==> src/rtl/pg_seq_pkg.sv <==
package pg_seq_pkg;
  localparam int unsigned NUM_FLAGS = 4;
  typedef enum logic [2:0] {
    ST_IDLE   = 3'd0,
    ST_RAMP   = 3'd1,
    ST_WAIT_B = 3'd2,
    ST_WAIT_C = 3'd3,
    ST_WAIT_D = 3'd4,
    ST_DONE   = 3'd5
  } pg_state_e;
endpackage

==> src/rtl/pg_sync.sv <==
module pg_sync #(
  parameter int unsigned WIDTH  = 3,
  parameter int unsigned STAGES = 2
) (
  input  logic             clk_i,
  input  logic             rst_ni,
  input  logic [WIDTH-1:0] d_i,
  output logic [WIDTH-1:0] q_o
);
  logic [WIDTH-1:0] stg_q [STAGES];

  always_ff @(posedge clk_i or negedge rst_ni) begin
    if (!rst_ni) begin
      for (int i = 0; i < STAGES; i++) stg_q[i] <= '0;
    end else begin
      stg_q[0] <= d_i;
      for (int i = 1; i < STAGES; i++) stg_q[i] <= stg_q[i-1];
    end
  end

  assign q_o = stg_q[STAGES-1];
endmodule

==> src/rtl/pg_ramp_timer.sv <==
module pg_ramp_timer #(
  parameter int unsigned LEN_W = 24
) (
  input  logic             clk_i,
  input  logic             rst_ni,
  input  logic             run_i,
  input  logic [LEN_W-1:0] len_i,
  output logic             done_o
);
  logic [LEN_W-1:0] cnt_q;
  logic [LEN_W-1:0] len_eff;

  assign len_eff = (len_i == '0) ? LEN_W'(1) : len_i;
  assign done_o  = run_i && (cnt_q >= len_eff - LEN_W'(1));

  // counter is held at zero whenever the ramp is not running
  always_ff @(posedge clk_i or negedge rst_ni) begin
    if (!rst_ni)      cnt_q <= '0;
    else if (!run_i)  cnt_q <= '0;
    else if (!done_o) cnt_q <= cnt_q + LEN_W'(1);
  end
endmodule

==> src/rtl/pg_stage_timer.sv <==
module pg_stage_timer #(
  parameter int unsigned HALF_W = 16,
  parameter int unsigned CNT_W  = 8
) (
  input  logic              clk_i,
  input  logic              rst_ni,
  input  logic              load_i,
  input  logic              run_i,
  input  logic [HALF_W-1:0] half_i,
  output logic              done_o
);
  localparam logic [CNT_W-1:0] CNT_LAST = {CNT_W{1'b1}};

  logic [HALF_W-1:0] half_q, hc_q;
  logic              ph_q;
  logic [CNT_W-1:0]  cnt_q;
  logic              half_end;

  assign half_end = (hc_q == half_q - HALF_W'(1));
  assign done_o   = run_i && half_end && ph_q && (cnt_q == CNT_LAST - CNT_W'(1));

  always_ff @(posedge clk_i or negedge rst_ni) begin
    if (!rst_ni) begin
      half_q <= HALF_W'(1);
      hc_q   <= '0;
      ph_q   <= 1'b0;
      cnt_q  <= '0;
    end else if (load_i) begin
      half_q <= (half_i == '0) ? HALF_W'(1) : half_i;
      hc_q   <= '0;
      ph_q   <= 1'b0;
      cnt_q  <= '0;
    end else if (run_i) begin
      if (half_end) begin
        hc_q <= '0;
        ph_q <= ~ph_q;
        if (ph_q) cnt_q <= cnt_q + CNT_W'(1);
      end else begin
        hc_q <= hc_q + HALF_W'(1);
      end
    end
  end

  // the cycle counter never passes its terminal count while a stage runs
  a_r5_no_overflow: assert property (@(posedge clk_i) disable iff (!rst_ni)
    run_i |-> (cnt_q < CNT_LAST));
endmodule

==> src/rtl/pg_sequencer.sv <==
module pg_sequencer
  import pg_seq_pkg::*;
#(
  parameter int unsigned RAMP_W = 24,
  parameter int unsigned HALF_W = 16,
  parameter int unsigned CNT_W  = 8
) (
  input  logic                 clk_i,
  input  logic                 rst_ni,
  input  logic                 uv_ok_i,
  input  logic                 ov_flt_i,
  input  logic                 uvlo_ok_i,
  input  logic [RAMP_W-1:0]    por_len_i,
  input  logic [HALF_W-1:0]    half_b_i,
  input  logic [HALF_W-1:0]    half_c_i,
  input  logic [HALF_W-1:0]    half_d_i,
  output logic [NUM_FLAGS-1:0] pg_en_o,
  output logic [NUM_FLAGS-1:0] pg_oe_n_o,
  output logic [2:0]           state_o
);
  logic [2:0]        lvl_s;
  logic              uv_s, ov_s, uvlo_s, win_ok;
  pg_state_e         state_q, state_d;
  logic              ramp_done, stg_done, stg_load, stg_run;
  logic [HALF_W-1:0] half_sel;

  pg_sync #(.WIDTH(3), .STAGES(2)) u_sync (
    .clk_i (clk_i),
    .rst_ni(rst_ni),
    .d_i   ({uvlo_ok_i, ov_flt_i, uv_ok_i}),
    .q_o   (lvl_s)
  );
  assign {uvlo_s, ov_s, uv_s} = lvl_s;
  assign win_ok = uv_s && !ov_s && uvlo_s;

  pg_ramp_timer #(.LEN_W(RAMP_W)) u_ramp (
    .clk_i (clk_i),
    .rst_ni(rst_ni),
    .run_i (state_q == ST_RAMP),
    .len_i (por_len_i),
    .done_o(ramp_done)
  );

  always_comb begin
    state_d = state_q;
    if (!win_ok) state_d = ST_IDLE;
    else begin
      unique case (state_q)
        ST_IDLE:   state_d = ST_RAMP;
        ST_RAMP:   if (ramp_done) state_d = ST_WAIT_B;
        ST_WAIT_B: if (stg_done)  state_d = ST_WAIT_C;
        ST_WAIT_C: if (stg_done)  state_d = ST_WAIT_D;
        ST_WAIT_D: if (stg_done)  state_d = ST_DONE;
        default:   state_d = state_q;
      endcase
    end
  end

  always_ff @(posedge clk_i or negedge rst_ni) begin
    if (!rst_ni) state_q <= ST_IDLE;
    else         state_q <= state_d;
  end

  // divisor for the stage about to start is latched on entry
  always_comb begin
    unique case (state_d)
      ST_WAIT_B: half_sel = half_b_i;
      ST_WAIT_C: half_sel = half_c_i;
      default:   half_sel = half_d_i;
    endcase
  end
  assign stg_load = (state_d != state_q) &&
                    (state_d inside {ST_WAIT_B, ST_WAIT_C, ST_WAIT_D});
  assign stg_run  = state_q inside {ST_WAIT_B, ST_WAIT_C, ST_WAIT_D};

  pg_stage_timer #(.HALF_W(HALF_W), .CNT_W(CNT_W)) u_stage (
    .clk_i (clk_i),
    .rst_ni(rst_ni),
    .load_i(stg_load),
    .run_i (stg_run),
    .half_i(half_sel),
    .done_o(stg_done)
  );

  for (genvar gi = 0; gi < NUM_FLAGS; gi++) begin : g_flag
    assign pg_en_o[gi]   = (3'(state_q) >= 3'(ST_WAIT_B) + 3'(gi));
    assign pg_oe_n_o[gi] = pg_en_o[gi];
    if (gi > 0) begin : g_order
      // a flag rises only when its predecessor is already active
      a_r4_order: assert property (@(posedge clk_i) disable iff (!rst_ni)
        $rose(pg_en_o[gi]) |-> $past(pg_en_o[gi-1]));
    end
  end

  assign state_o = state_q;


  a_r1_uvlo_idle: assert property (@(posedge clk_i) disable iff (!rst_ni)
    !uvlo_s |=> (state_q == ST_IDLE));

  a_r3_a_after_ramp: assert property (@(posedge clk_i) disable iff (!rst_ni)
    $rose(pg_en_o[0]) |-> ($past(state_q) == ST_RAMP));

  a_r8_fault_clears: assert property (@(posedge clk_i) disable iff (!rst_ni)
    !win_ok |=> (pg_en_o == '0));

  a_r10_restart: assert property (@(posedge clk_i) disable iff (!rst_ni)
    (state_q == ST_IDLE && win_ok) |=> (state_q == ST_RAMP));
endmodule

==> config.mk <==
export PLATFORM = sky130hd
export DESIGN_NAME = pg_sequencer
export DESIGN_NICKNAME = d
export VERILOG_FILES = /design/src/rtl/pg_seq_pkg.sv /design/src/rtl/pg_sync.sv /design/src/rtl/pg_ramp_timer.sv /design/src/rtl/pg_stage_timer.sv /design/src/rtl/pg_sequencer.sv
export SDC_FILE = /design/constraint.sdc
export NUM_CORES = 1
export LEC_CHECK = 0
export ABC_AREA = 1
export BUFFER_PORTS_ARGS = -buffer_cell sky130_fd_sc_hd__buf_2
export CORE_AREA = 10 10 127 100
export DETAILED_ROUTE_END_ITERATION = 7
export DIE_AREA = 0 0 137 110
export PLACE_DENSITY_LB_ADDON = 0.1
export SETUP_SLACK_MARGIN = 0.02
export SLEW_MARGIN = 15
export SYNTH_ARGS = -nofsm -noshare
export SYNTH_HDL_FRONTEND = slang
export SYNTH_SLANG_ARGS = --single-unit
==> constraint.sdc <==
create_clock -name clk_i -period 4.1 [get_ports clk_i]
set_input_delay 0.82 -clock clk_i [delete_from_list [all_inputs] [get_ports clk_i]]
set_output_delay 0.82 -clock clk_i [all_outputs]
set_load 0.1 [all_outputs]
==> impl_metrics.toml <==
[die]
core-area_mm2 = 0.01017
die_area_mm2 = 0.01507
start_util_pct = 58.28
rows = 32
fp.dieH_um = 110
ios = 88
die_w_um = 137

[synthesis]
synth_mux_area_share_pct = 0
synth_area_leaders = "dfrtp_1 31%, nand2_1 13%, nand3_1 6.8%"
synth_top_family_by_area = "simple AND/OR/NAND/NOR gates"
synth-async-reset-ratio_pct = 100.0
synth_fp_nets = 956
synthXorXnorAreaFrac_pct = 7.368
synth_compound_area_share_pct = 9.753
yosys_register_bits = 74
netlist_instances = 849
synth_largest_area_cell = "dfrtp_1"
ys_seq_area_share_pct = 31.26
synth.avg_cell_area_um2 = 6.981
synth_top_area_share_pct = 30.82
synth_edf_count = 0
synthSimpleGateAreaFrac_pct = 36.27
synth_fa_ha_area_share_pct = 6.333
syn_area_mm2 = 0.005927
yosys.cell_types.count = 51
ys.flop_type = "dfrtp_1"
yosysWarnings = 0

[clocking]
cts_tree = "built"
clock_sinks = 74
clock_latency_ns = 0.34
htreeDepth = 3
clkTransAtPathRegs_ns = 0.06
hold_buffers = 0
cts.path.max_buffers = 2
numCtsBuffers = 9
clock-root-buffer = "clkbuf_16"

[timing]
maxSlewViolCount = 0
max_clock_freq_mhz = 183.5
min_period_over_period_pct = 132.9
relSlewSlack_pct = 33.94
worst_slew_pin_slew_ns = 0.9909
clock_skew_ns = 0.007872
setup-violations-final = 67
finalHoldViolations = 0
rsz0062_at_grt = "yes"
fin_crit_ns = 5.448
fin_ws_ns = -1.348
whs_ns = 0.3490

[pwr]
cellPowerDensity_mw_per_mm2 = 300.3
internal-power_mw = 1.646
combPwrFrac_pct = 33.2
switching_share_pct = 38.10
leakage_nw = 4.327
sequentialPowerShare_pct = 36.5
pwr-share-clk_pct = 30.3
peakVddDrop_v = 0.0002642
power_mw = 2.660
net-switching-power_mw = 1.014

[worst_setup_path]
critPathLaunchType = "input pin"
reg2reg_from = "u_stage.half_q[0]"
r2r_end = "u_stage.cnt_q[0]"
endpoint_kind = "register"
reg2reg_slack_ns = -0.10
slowest_stage = "nor3_4"
critPathArrivalTime_ns = 5.66
crit_start = "por_len_i[19]"
reg2reg_depth = 21
worstPathRequired_ns = 4.32
worst-setup-path-type = "input pin to register"
cpPeakStageDelay_ns = 0.29
crit_fanout = 7

[detailed_routing]
viasPerCell = 6.264
drt_iter0_markers = 1051
wire_per_inst_um = 20.95
drc_errors = 0
ant_nets = 0
routed_wl_um = 25350
met1_length_um = 9530
met3_length_um = 2686
vias = 7580
wl_met2_um = 11890
first_pass_iters = 6
top_layer_used = "met4"

[min_path]
hold_depth = 0
hold_start = "u_sync.stg_q[4]"
hold-path-endpoint = "u_sync.q_o[1]"
holdCritPathClass = "register to register"

[finish]
multiInputGateArea_mm2 = 0.004439
layout_common_cells = "161 x nand2_1, 107 x buf_4, 89 x inv_1, 85 x buf_2, 73 x dfrtp_1"
seqCellArea_mm2 = 0.001853
area_growth_pct = 49.46
fillers = 494
finalNonFillerCells = 1210
diodes = 0
drive_gt1_share_pct = 41.25
nNetsFinal = 1176
final_common_cell = "nand2_1"
final_area_mm2 = 0.008859

[global_route]
grt_pass1_wl_um = 34330
grt_max_degree = 39
grt_use_total_pct = 28.23
overflow = 0
grt_pass1_vias = 6998
antenna_found_initial = 0

[placed_design]
port_buffers = 87
hpwlAfterDp_um = 14430
placed_cells = 1137
post-place-ws_ns = -1.434
place_area_mm2 = 0.007239
routabilityCongestion = 0.9617

[flow_run]
max_cap_violations = 0

[run_status]
violations = "negative setup slack"
status = "finished, violations left"
-- synthesized netlist by cell type, drive strengths merged (2+ instances only) --
cell    instances
o21ai          43
xor2           37
dfrtp          73
ha             30
nand3b          4
nand2         205
nor3           29
clkbuf          6
nand4          23
o21a            3
nor2          109
nand3          82
or2             2
nor3b           2
inv           107
nor4           10
o32ai           8
o221a           2
a21oi          36
xnor2          12
buf            16
-- metal layers --
| layer | vias to the layer above | track usage (%) |
|---|---|---|
| li1 | 3254 | - |
| met1 | 3538 | 36.41 |
| met2 | 632 | 46.98 |
| met3 | 156 | 6.962 |
| met4 | 0 | 6.607 |
| met5 | - | 0 |
-- flip-flops by register name, summed over array words and instances, names as in the netlist --
| name | flops |
|---|---|
| u_ramp.cnt_q | 24 |
| u_stage.hc_q | 16 |
| state_o | 3 |
| u_sync.q_o | 3 |
| u_stage.cnt_q | 8 |
| u_stage.half_q | 16 |
| u_sync.stg_q | 3 |
| u_stage.ph_q | 1 |
-- power groups by stage --
stage                     Combinational [mW]  Clock [mW]  Sequential [mW]
after global placement                 0.703           0            0.967
after floorplan                        0.546           0            0.910
after detailed placement               0.732           0            0.971
after CTS                              0.790       0.800            0.960
after global routing                   0.957       0.831            0.978
final                                  0.882       0.807            0.972
-- worst max-delay path: cells and delay by family --
kind,cells,cell delay (ns)
and+or+nand+nor,22,2.97
adders and majority gates,2,0.42
AOI/OAI and AO/OA,2,0.33
buffers and inverters,8,0.92
xor gates and xnor gates,1,0.16
-- metrics by stage --
step / util (%) / setup TNS (ns)
2_1_floorplan: - / -15.98
3_3_place_gp: 71.19 / -63.18
3_5_place_dp: 71.19 / -75.36
4_1_cts: 82.46 / -34.66
5_1_grt: 87.11 / -80.10
6_report: 87.11 / -70.16
-- timing repair --
action                     4_1_cts  5_1_grt
setup endpoints to repair       67       67
setup buffers                   36       25
pin swaps                       32       41
cloned                           5        0
gates resized for setup        149       84
-- cell families (layout without fill, tap and decap cells) --
group	after synthesis	count (layout)
xor gates and xnor gates	49	49
DFF	74	74
buffers and inverters	129	351
adders and majority gates	30	30
and+or+nand+nor	468	471
AOI/OAI and AO/OA	99	99
-- area by class of cell --
cell class / count / area share, %
timing repair buffer: 228 / 18.98
clock inverter: 6 / 0.7486
inverter: 107 / 4.732
clock buffer: 10 / 2.585
sequential: 74 / 20.92
multi-input combinational: 649 / 50.11
tap: 136 / 1.921
-- how the worst max path moves through the flow --
stage                   endpoint  slack, ns  depth (start not counted)
2_1_floorplan   u_ramp.cnt_q[15]      -0.40                         37
3_3_place_gp   u_stage.half_q[0]      -1.22                         37
3_5_place_dp    u_ramp.cnt_q[20]      -1.43                         35
4_1_cts         u_ramp.cnt_q[23]      -0.68                         38
5_1_grt         u_stage.cnt_q[0]      -1.48                         35
6_report        u_stage.cnt_q[0]      -1.35                         35
Power figures use the tool's default switching activity.
